`src/rtl/pf_stream_pkg.sv`:
```
package pf_stream_pkg;
    localparam int LINE_BYTES = 64;
    localparam int PAGE_BYTES = 4096;
    localparam int LINE_SH    = $clog2(LINE_BYTES);
    localparam int PAGE_SH    = $clog2(PAGE_BYTES);
    localparam int OFF_W      = PAGE_SH - LINE_SH;

    typedef logic [OFF_W-1:0] off_t;

    // Per-page stream history
    typedef struct packed {
        off_t last;
        logic up_on;
        logic dn_on;
        off_t up_edge;
        off_t dn_edge;
    } strm_t;

    typedef enum logic [1:0] {CLS_NEW, CLS_SAME, CLS_FWD, CLS_BWD} acc_cls_e;
    typedef enum logic {ST_OFF, ST_RUN} ctl_state_e;
endpackage

```
`src/rtl/pf_stream_calc.sv`:
```
module pf_stream_calc
    import pf_stream_pkg::*;
(
    input  logic     hit,
    input  strm_t    old_st,
    input  off_t     off,
    output acc_cls_e cls,
    output strm_t    new_st,
    output logic [1:0] cand_v,
    output off_t     cand_off [2]
);
    logic [OFF_W:0] up1, up2;
    off_t up1_cap, up2_cap, dn1, dn2, reach;

    assign up1     = {1'b0, off} + (OFF_W+1)'(1);
    assign up2     = {1'b0, off} + (OFF_W+1)'(2);
    assign up1_cap = up1[OFF_W] ? '1 : up1[OFF_W-1:0];
    assign up2_cap = up2[OFF_W] ? '1 : up2[OFF_W-1:0];
    assign dn1     = off - off_t'(1);
    assign dn2     = off - off_t'(2);

    always_comb begin
        cls         = CLS_NEW;
        new_st      = old_st;
        cand_v      = 2'b00;
        cand_off[0] = up1[OFF_W-1:0];
        cand_off[1] = up2[OFF_W-1:0];
        reach       = '0;
        if (!hit) begin
            cls         = CLS_NEW;
            new_st      = '0;
            new_st.last = off;
        end else if (off == old_st.last) begin
            cls = CLS_SAME;
        end else if (off > old_st.last) begin
            cls       = CLS_FWD;
            cand_v[0] = !up1[OFF_W] && (!old_st.up_on || up1[OFF_W-1:0] > old_st.up_edge);
            cand_v[1] = old_st.up_on && !up2[OFF_W] && (up2[OFF_W-1:0] > old_st.up_edge);
            reach     = old_st.up_on ? up2_cap : up1_cap;
            new_st.up_edge = (old_st.up_on && old_st.up_edge > reach) ? old_st.up_edge : reach;
            new_st.up_on   = 1'b1;
            new_st.last    = off;
        end else begin
            cls         = CLS_BWD;
            cand_off[0] = dn1;
            cand_off[1] = dn2;
            cand_v[0]   = (off != '0) && (!old_st.dn_on || dn1 < old_st.dn_edge);
            cand_v[1]   = old_st.dn_on && (off > off_t'(1)) && (dn2 < old_st.dn_edge);
            if (old_st.dn_on) reach = (off > off_t'(1)) ? dn2 : '0;
            else              reach = (off != '0) ? dn1 : '0;
            new_st.dn_edge = (old_st.dn_on && old_st.dn_edge < reach) ? old_st.dn_edge : reach;
            new_st.dn_on   = 1'b1;
            new_st.last    = off;
        end
    end
endmodule

```
`src/rtl/pf_page_table.sv`:
```
module pf_page_table
    import pf_stream_pkg::*;
#(
    parameter int ENTRIES = 16,
    parameter int TAG_W   = 20,
    localparam int IDX_W  = $clog2(ENTRIES)
) (
    input  logic             clk,
    input  logic             rst_n,
    input  logic             clr,
    input  logic             upd,
    input  logic [TAG_W-1:0] tag_in,
    input  strm_t            st_in,
    output logic             hit,
    output strm_t            st_out
);
    logic             vld  [ENTRIES];
    logic [TAG_W-1:0] tag  [ENTRIES];
    strm_t            st   [ENTRIES];
    logic [IDX_W-1:0] rank [ENTRIES];   // 0 = most recent
    logic [IDX_W-1:0] hit_idx, vic_idx, sel, sel_rank;

    always_comb begin
        hit     = 1'b0;
        hit_idx = '0;
        vic_idx = '0;
        for (int i = 0; i < ENTRIES; i++) begin
            if (vld[i] && tag[i] == tag_in) begin
                hit     = 1'b1;
                hit_idx = IDX_W'(i);
            end
            if (rank[i] == IDX_W'(ENTRIES-1)) vic_idx = IDX_W'(i);
        end
    end

    assign sel      = hit ? hit_idx : vic_idx;
    assign sel_rank = rank[sel];
    assign st_out   = st[hit_idx];

    always_ff @(posedge clk or negedge rst_n) begin
        if (!rst_n) begin
            for (int i = 0; i < ENTRIES; i++) begin
                vld[i]  <= 1'b0;
                tag[i]  <= '0;
                st[i]   <= '0;
                rank[i] <= IDX_W'(i);
            end
        end else if (clr) begin
            for (int i = 0; i < ENTRIES; i++) begin
                vld[i]  <= 1'b0;
                rank[i] <= IDX_W'(i);
            end
        end else if (upd) begin
            for (int i = 0; i < ENTRIES; i++) begin
                if (IDX_W'(i) == sel) begin
                    vld[i]  <= 1'b1;
                    tag[i]  <= tag_in;
                    st[i]   <= st_in;
                    rank[i] <= '0;
                end else if (rank[i] < sel_rank) begin
                    rank[i] <= rank[i] + IDX_W'(1);
                end
            end
        end
    end
endmodule

```
`src/rtl/pf_req_fifo.sv`:
```
module pf_req_fifo #(
    parameter int DEPTH = 4,
    parameter int W     = 27,
    localparam int PTR_W = $clog2(DEPTH),
    localparam int CNT_W = $clog2(DEPTH+1)
) (
    input  logic             clk,
    input  logic             rst_n,
    input  logic             flush,
    input  logic [1:0]       push_v,
    input  logic [W-1:0]     push_d [2],
    input  logic             pop,
    output logic             nonempty,
    output logic [W-1:0]     head,
    output logic [CNT_W-1:0] count
);
    logic [W-1:0]     mem [DEPTH];
    logic [PTR_W-1:0] wr_ptr, rd_ptr;
    logic             acc0, acc1;
    logic [CNT_W-1:0] after0;

    assign acc0     = push_v[0] && (count < CNT_W'(DEPTH));
    assign after0   = count + CNT_W'(acc0);
    assign acc1     = push_v[1] && (after0 < CNT_W'(DEPTH));
    assign nonempty = (count != '0);
    assign head     = mem[rd_ptr];

    always_ff @(posedge clk or negedge rst_n) begin
        if (!rst_n) begin
            wr_ptr <= '0;
            rd_ptr <= '0;
            count  <= '0;
            for (int i = 0; i < DEPTH; i++) mem[i] <= '0;
        end else if (flush) begin
            wr_ptr <= '0;
            rd_ptr <= '0;
            count  <= '0;
        end else begin
            if (acc0) mem[wr_ptr] <= push_d[0];
            if (acc1) mem[wr_ptr + PTR_W'(acc0)] <= push_d[1];
            wr_ptr <= wr_ptr + PTR_W'(acc0) + PTR_W'(acc1);
            if (pop) rd_ptr <= rd_ptr + PTR_W'(1);
            count  <= count + CNT_W'(acc0) + CNT_W'(acc1) - CNT_W'(pop);
        end
    end
endmodule

```
`src/rtl/page_stream_prefetcher.sv`:
```
module page_stream_prefetcher
    import pf_stream_pkg::*;
#(
    parameter int ADDR_W     = 32,
    parameter int ENTRIES    = 16,
    parameter int FIFO_DEPTH = 4,
    localparam int LINE_W    = ADDR_W - LINE_SH,
    localparam int TAG_W     = LINE_W - OFF_W,
    localparam int CNT_W     = $clog2(FIFO_DEPTH+1)
) (
    input  logic              clk,
    input  logic              rst_n,
    input  logic              en,
    input  logic              dmd_valid,
    input  logic [LINE_W-1:0] dmd_line,
    input  logic              mlc_busy,
    output logic              pf_valid,
    input  logic              pf_ready,
    output logic [LINE_W-1:0] pf_line,
    output logic              pf_mlc
);
    ctl_state_e       state, state_nxt;
    logic             run, acc_fire, pop;
    logic [TAG_W-1:0] acc_tag;
    off_t             acc_off;
    logic             tbl_hit;
    strm_t            tbl_old, tbl_new;
    acc_cls_e         acc_cls;
    logic [1:0]       cand_v, push_v;
    off_t             cand_off [2];
    logic [LINE_W:0]  push_d [2];
    logic             fifo_ne;
    logic [LINE_W:0]  fifo_head;
    logic [CNT_W-1:0] fifo_cnt;

    // control state register
    always_ff @(posedge clk or negedge rst_n) begin
        if (!rst_n) state <= ST_OFF;
        else        state <= state_nxt;
    end

    always_comb begin
        state_nxt = state;
        unique case (state)
            ST_OFF: if (en)  state_nxt = ST_RUN;
            ST_RUN: if (!en) state_nxt = ST_OFF;
            default:         state_nxt = ST_OFF;
        endcase
    end

    // outputs of the control machine
    always_comb begin
        run      = (state == ST_RUN);
        acc_fire = run && en && dmd_valid;
        pf_valid = run && fifo_ne;
        pop      = pf_valid && pf_ready;
        push_v   = acc_fire ? cand_v : 2'b00;
    end

    assign acc_tag = dmd_line[LINE_W-1:OFF_W];
    assign acc_off = dmd_line[OFF_W-1:0];

    pf_page_table #(.ENTRIES(ENTRIES), .TAG_W(TAG_W)) u_table (
        .clk    (clk),
        .rst_n  (rst_n),
        .clr    (!en),
        .upd    (acc_fire),
        .tag_in (acc_tag),
        .st_in  (tbl_new),
        .hit    (tbl_hit),
        .st_out (tbl_old)
    );

    pf_stream_calc u_calc (
        .hit      (tbl_hit),
        .old_st   (tbl_old),
        .off      (acc_off),
        .cls      (acc_cls),
        .new_st   (tbl_new),
        .cand_v   (cand_v),
        .cand_off (cand_off)
    );

    for (genvar k = 0; k < 2; k++) begin : g_lane
        assign push_d[k] = {~mlc_busy, acc_tag, cand_off[k]};
    end

    pf_req_fifo #(.DEPTH(FIFO_DEPTH), .W(LINE_W+1)) u_fifo (
        .clk      (clk),
        .rst_n    (rst_n),
        .flush    (!en),
        .push_v   (push_v),
        .push_d   (push_d),
        .pop      (pop),
        .nonempty (fifo_ne),
        .head     (fifo_head),
        .count    (fifo_cnt)
    );

    assign pf_line = fifo_head[LINE_W-1:0];
    assign pf_mlc  = fifo_head[LINE_W];
endmodule

```
`config.mk`:
```
export PLATFORM = sky130hd
export DESIGN_NAME = page_stream_prefetcher
export DESIGN_NICKNAME = d
export VERILOG_FILES = /design/src/rtl/pf_stream_pkg.sv /design/src/rtl/pf_stream_calc.sv /design/src/rtl/pf_page_table.sv /design/src/rtl/pf_req_fifo.sv /design/src/rtl/page_stream_prefetcher.sv
export SDC_FILE = /design/constraint.sdc
export NUM_CORES = 2
export LEC_CHECK = 0
export BUFFER_PORTS_ARGS = -buffer_cell sky130_fd_sc_hd__clkbuf_2
export CELL_PAD_IN_SITES_DETAIL_PLACEMENT = 1
export CELL_PAD_IN_SITES_GLOBAL_PLACEMENT = 1
export CORE_AREA = 2 2 322 324
export CTS_CLUSTER_SIZE = 28
export DETAILED_ROUTE_END_ITERATION = 6
export DIE_AREA = 0 0 324 326
export GPL_ROUTABILITY_DRIVEN = 1
export PLACE_DENSITY = 0.84
export SYNTH_ARGS = -nofsm -noshare
export SYNTH_HDL_FRONTEND = slang
export SYNTH_SLANG_ARGS = --single-unit
```
`constraint.sdc`:
```
create_clock -name clk -period 10.3 [get_ports clk]
set_input_delay 1.545 -clock clk [delete_from_list [all_inputs] [get_ports clk]]
set_output_delay 1.545 -clock clk [all_outputs]
set_load 0.05 [all_outputs]
```
==> results.toml <==
[global_route]
grt_pass1_vias = 43310
grtUsageMet2_pct = 53.08
grt_use_met3_pct = 5.751
grt_max_degree = 168
grt_overflow = 0
track_usage_pct = 32.36
grt_busiest_layer = "met2"
met1_usage_pct = 39.22
grt_pass1_wl_mm = 263.2
antenna_found_initial = 3

[detailed_routing]
wl_per_cell_um = 27.31
drcViolationCount = 0
viasPerCell = 6.334
detail-route-antenna-nets = 0
dr.pass1.iters = 5
routed_wl_mm = 171.7
num_vias = 39840
drtIter0Drc = 3779

[layout]
area_delta_synth_final_pct = 11.58
fin_nets = 4975
drive_gt1_share_pct = 15.04
final-instance-count-excl-fill = 6289

[placement]
post-dp-hpwl_mm = 105.3
io_buffers = 59
dp_cells = 6110
gp_congestion = 0.9206

[worst_setup_path]
cp-startpoint = "dmd_line[20]"
critPathKind = "in -> reg"
rr_startpoint = "u_table.tag[270]"
cp_slowest_cell = "buf_2"
critPathCaptureType = "register"
critPathLaunchType = "input port"
arrival_ns = 10.58
critPathMaxFanout = 21
path_common_cell = "ha_1"
crit_required_ns = 10.85
reg2reg_slack_ns = 1.17
cp-endpoint = "u_fifo.count[2]"
r2r_end = "u_fifo.count[2]"
worst_path_largest_cell_delay_ns = 0.56
reg2reg_depth = 36

[min_path]
hold_class = "reg -> reg"

[clocking]
clkSinkCount = 836
root_buffer = "clkbuf_16"
numCtsBuffers = 93
cts_tree = "done"
worstSkewPairLatency_ns = 0.71
cts_max_level = 3
clkTransAtPathRegs_ns = 0.07
cts_max_path_buffers = 3

[power]
fin_total_pwr_uw = 12750
power_density_mw_per_mm2 = 250.2
vdd_drop_max_uv = 197.8
p_leak_uw = 0.02339

[run]
maxCapViolations = 0

[synth]
synth.largest_area_cell = "dfrtp_1"
syn_avg_cell_area_sq_um = 9.391
synth_seq_cells = 836
synth.area.top_cells = "dfrtp_1 44%, nand2_1 11%, mux2_2 5.1%"
synth_cell_types = 104
yosysMostFrequentCell = "nand2_1"
async_flop_share_pct = 100.0
netlist.area_leader.share_pct = 44.05
ys_seq_area_share_pct = 45.89
synth_commonest_cells = "1285 x nand2_1, 804 x dfrtp_1, 303 x o21ai_0, 254 x xnor2_1, 220 x clkbuf_1"
synth_edf_count = 0
synth_area_sq_mm = 0.04568
syn-num-nets = 5012
yosys_warnings = 0
dominantRegCellSynth = "dfrtp_1"
netlist_instances = 4864

[sta]
rsz0062_at_grt = "false"
tightestPinTransition_ns = 1.222
holdWs_ns = 0.4755
fmax_ghz = 0.09970
fin_skew_ns = 0.05527
finalMaxSlewViolations = 0
hold_violations = 0
setup_viol = 0
slew_headroom_pct = 18.55
finalCriticalPeriod_ns = 10.03
fin_crit_sh_pct = 97.38

[die]
start_util_pct = 44.52
num_io_pins = 60
dieArea_sq_mm = 0.1056
fp.dieH_um = 326
rows = 118
core-area_sq_mm = 0.1026
die_w_um = 324

[outcome]
status = "completed"
==> critical path, delay by kind of cell <==
family	cells	cell delay [ns]
buf+inv	8	1.61
compound gates	6	1.46
xor+xnor	4	0.79
simple gates	12	3.51
fa+ha+maj	6	1.58
==> how the worst min path moves through the flow <==
stage               depth (start not counted)       startpoint              end
CTS                                         2  u_table.st[153]  u_table.st[153]
global route                                2  u_table.st[153]  u_table.st[153]
detailed placement                          2   u_table.st[73]   u_table.st[73]
finish                                      2  u_table.st[153]  u_table.st[153]
floorplan                                   2  u_table.st[153]  u_table.st[153]
global placement                            2   u_table.st[73]   u_table.st[73]
==> per-stage QoR <==
step | cell area, sq um | setup TNS [ns] | setup WS, ns | utilization [%]
after global placement | 47610 | 0 | 0.1480 | 46.40
after global routing | 50970 | 0 | 0.03887 | 49.67
after CTS | 50940 | 0 | 0.3642 | 49.64
final | 50970 | 0 | 0.2704 | 49.67
after floorplan | 45680 | 0 | 0.6868 | -
after detailed placement | 47610 | -0.04087 | -0.04087 | 46.40
==> sequential cells by signal (all words and copies together) (netlist names) <==
signal,cells
run,1
u_table.tag,320
u_fifo.count,3
u_table.rank,64
u_fifo.wr_ptr,2
u_fifo.rd_ptr,2
u_fifo.mem,108
u_table.st,320
u_table.vld,16
==> power breakdown <==
part | leakage (uW) | internal, uW | total [uW] | switching, uW
logic | 0.0105 | 1650 | 4430 | 2780
clock network | 0.00164 | 2150 | 3680 | 1530
registers | 0.0113 | 4000 | 4650 | 644
total | 0.0234 | 7800 | 12800 | 4950
==> cells by family after synthesis <==
logic type / count (synthesis) / share of synthesized area, %
flip-flops: 836 / 45.89
buffers and inverters: 405 / 3.873
AND/OR/NAND/NOR: 2060 / 20.21
multiplexers: 364 / 9.445
XOR/XNOR: 349 / 6.741
adder cells (fa/ha/maj): 116 / 3.194
AO/OA/AOI/OAI: 734 / 10.65
==> layout make-up <==
class | instances | area, sq um
flip-flops and latches | 836 | 20960
inverters | 63 | 236.5
clock buffers | 134 | 2711
diodes | 2 | 5.005
repair buffers | 209 | 1622
well taps | 1380 | 1727
multi-input cells | 3624 | 23090
fillers | 11490 | 51640
clock inverters | 41 | 615.6
==> placed cells by master, fill, tap and decap left out, drive strengths merged, types with 16 or more instances in the layout <==
cell type,count
dfstp,32
and2,22
clkinv,22
or3,18
dfrtp,804
and3,35
a31oi,29
xor2,92
o211ai,38
clkbuf,191
and4,16
mux4,27
inv,67
a31o,19
o31ai,88
nand2,1288
a311oi,38
mux2,266
nand3,208
o21a,17
nor4,45
nand2b,21
o21ai,308
nor3,47
a21o,31
buf,152
or2,18
xnor2,257
a21oi,64
mux2i,71
ha,115
nand4,128
nor4b,16
nor2,136
a211oi,18
==> metal layers <==
metal	part of all wire, %	up-vias
li1	-	16830
met1	39	20480
met2	48	1875
met3	6.8	650
met4	6.6	4
met5	0.017	-
==> repair_timing <==
action / in CTS / in global routing
setup buffers: 0 / 0
resized for setup: 0 / 5
setup endpoints to repair: 0 / 1
hold buffers: 0 / 0
Power figures use the tool's default switching activity.
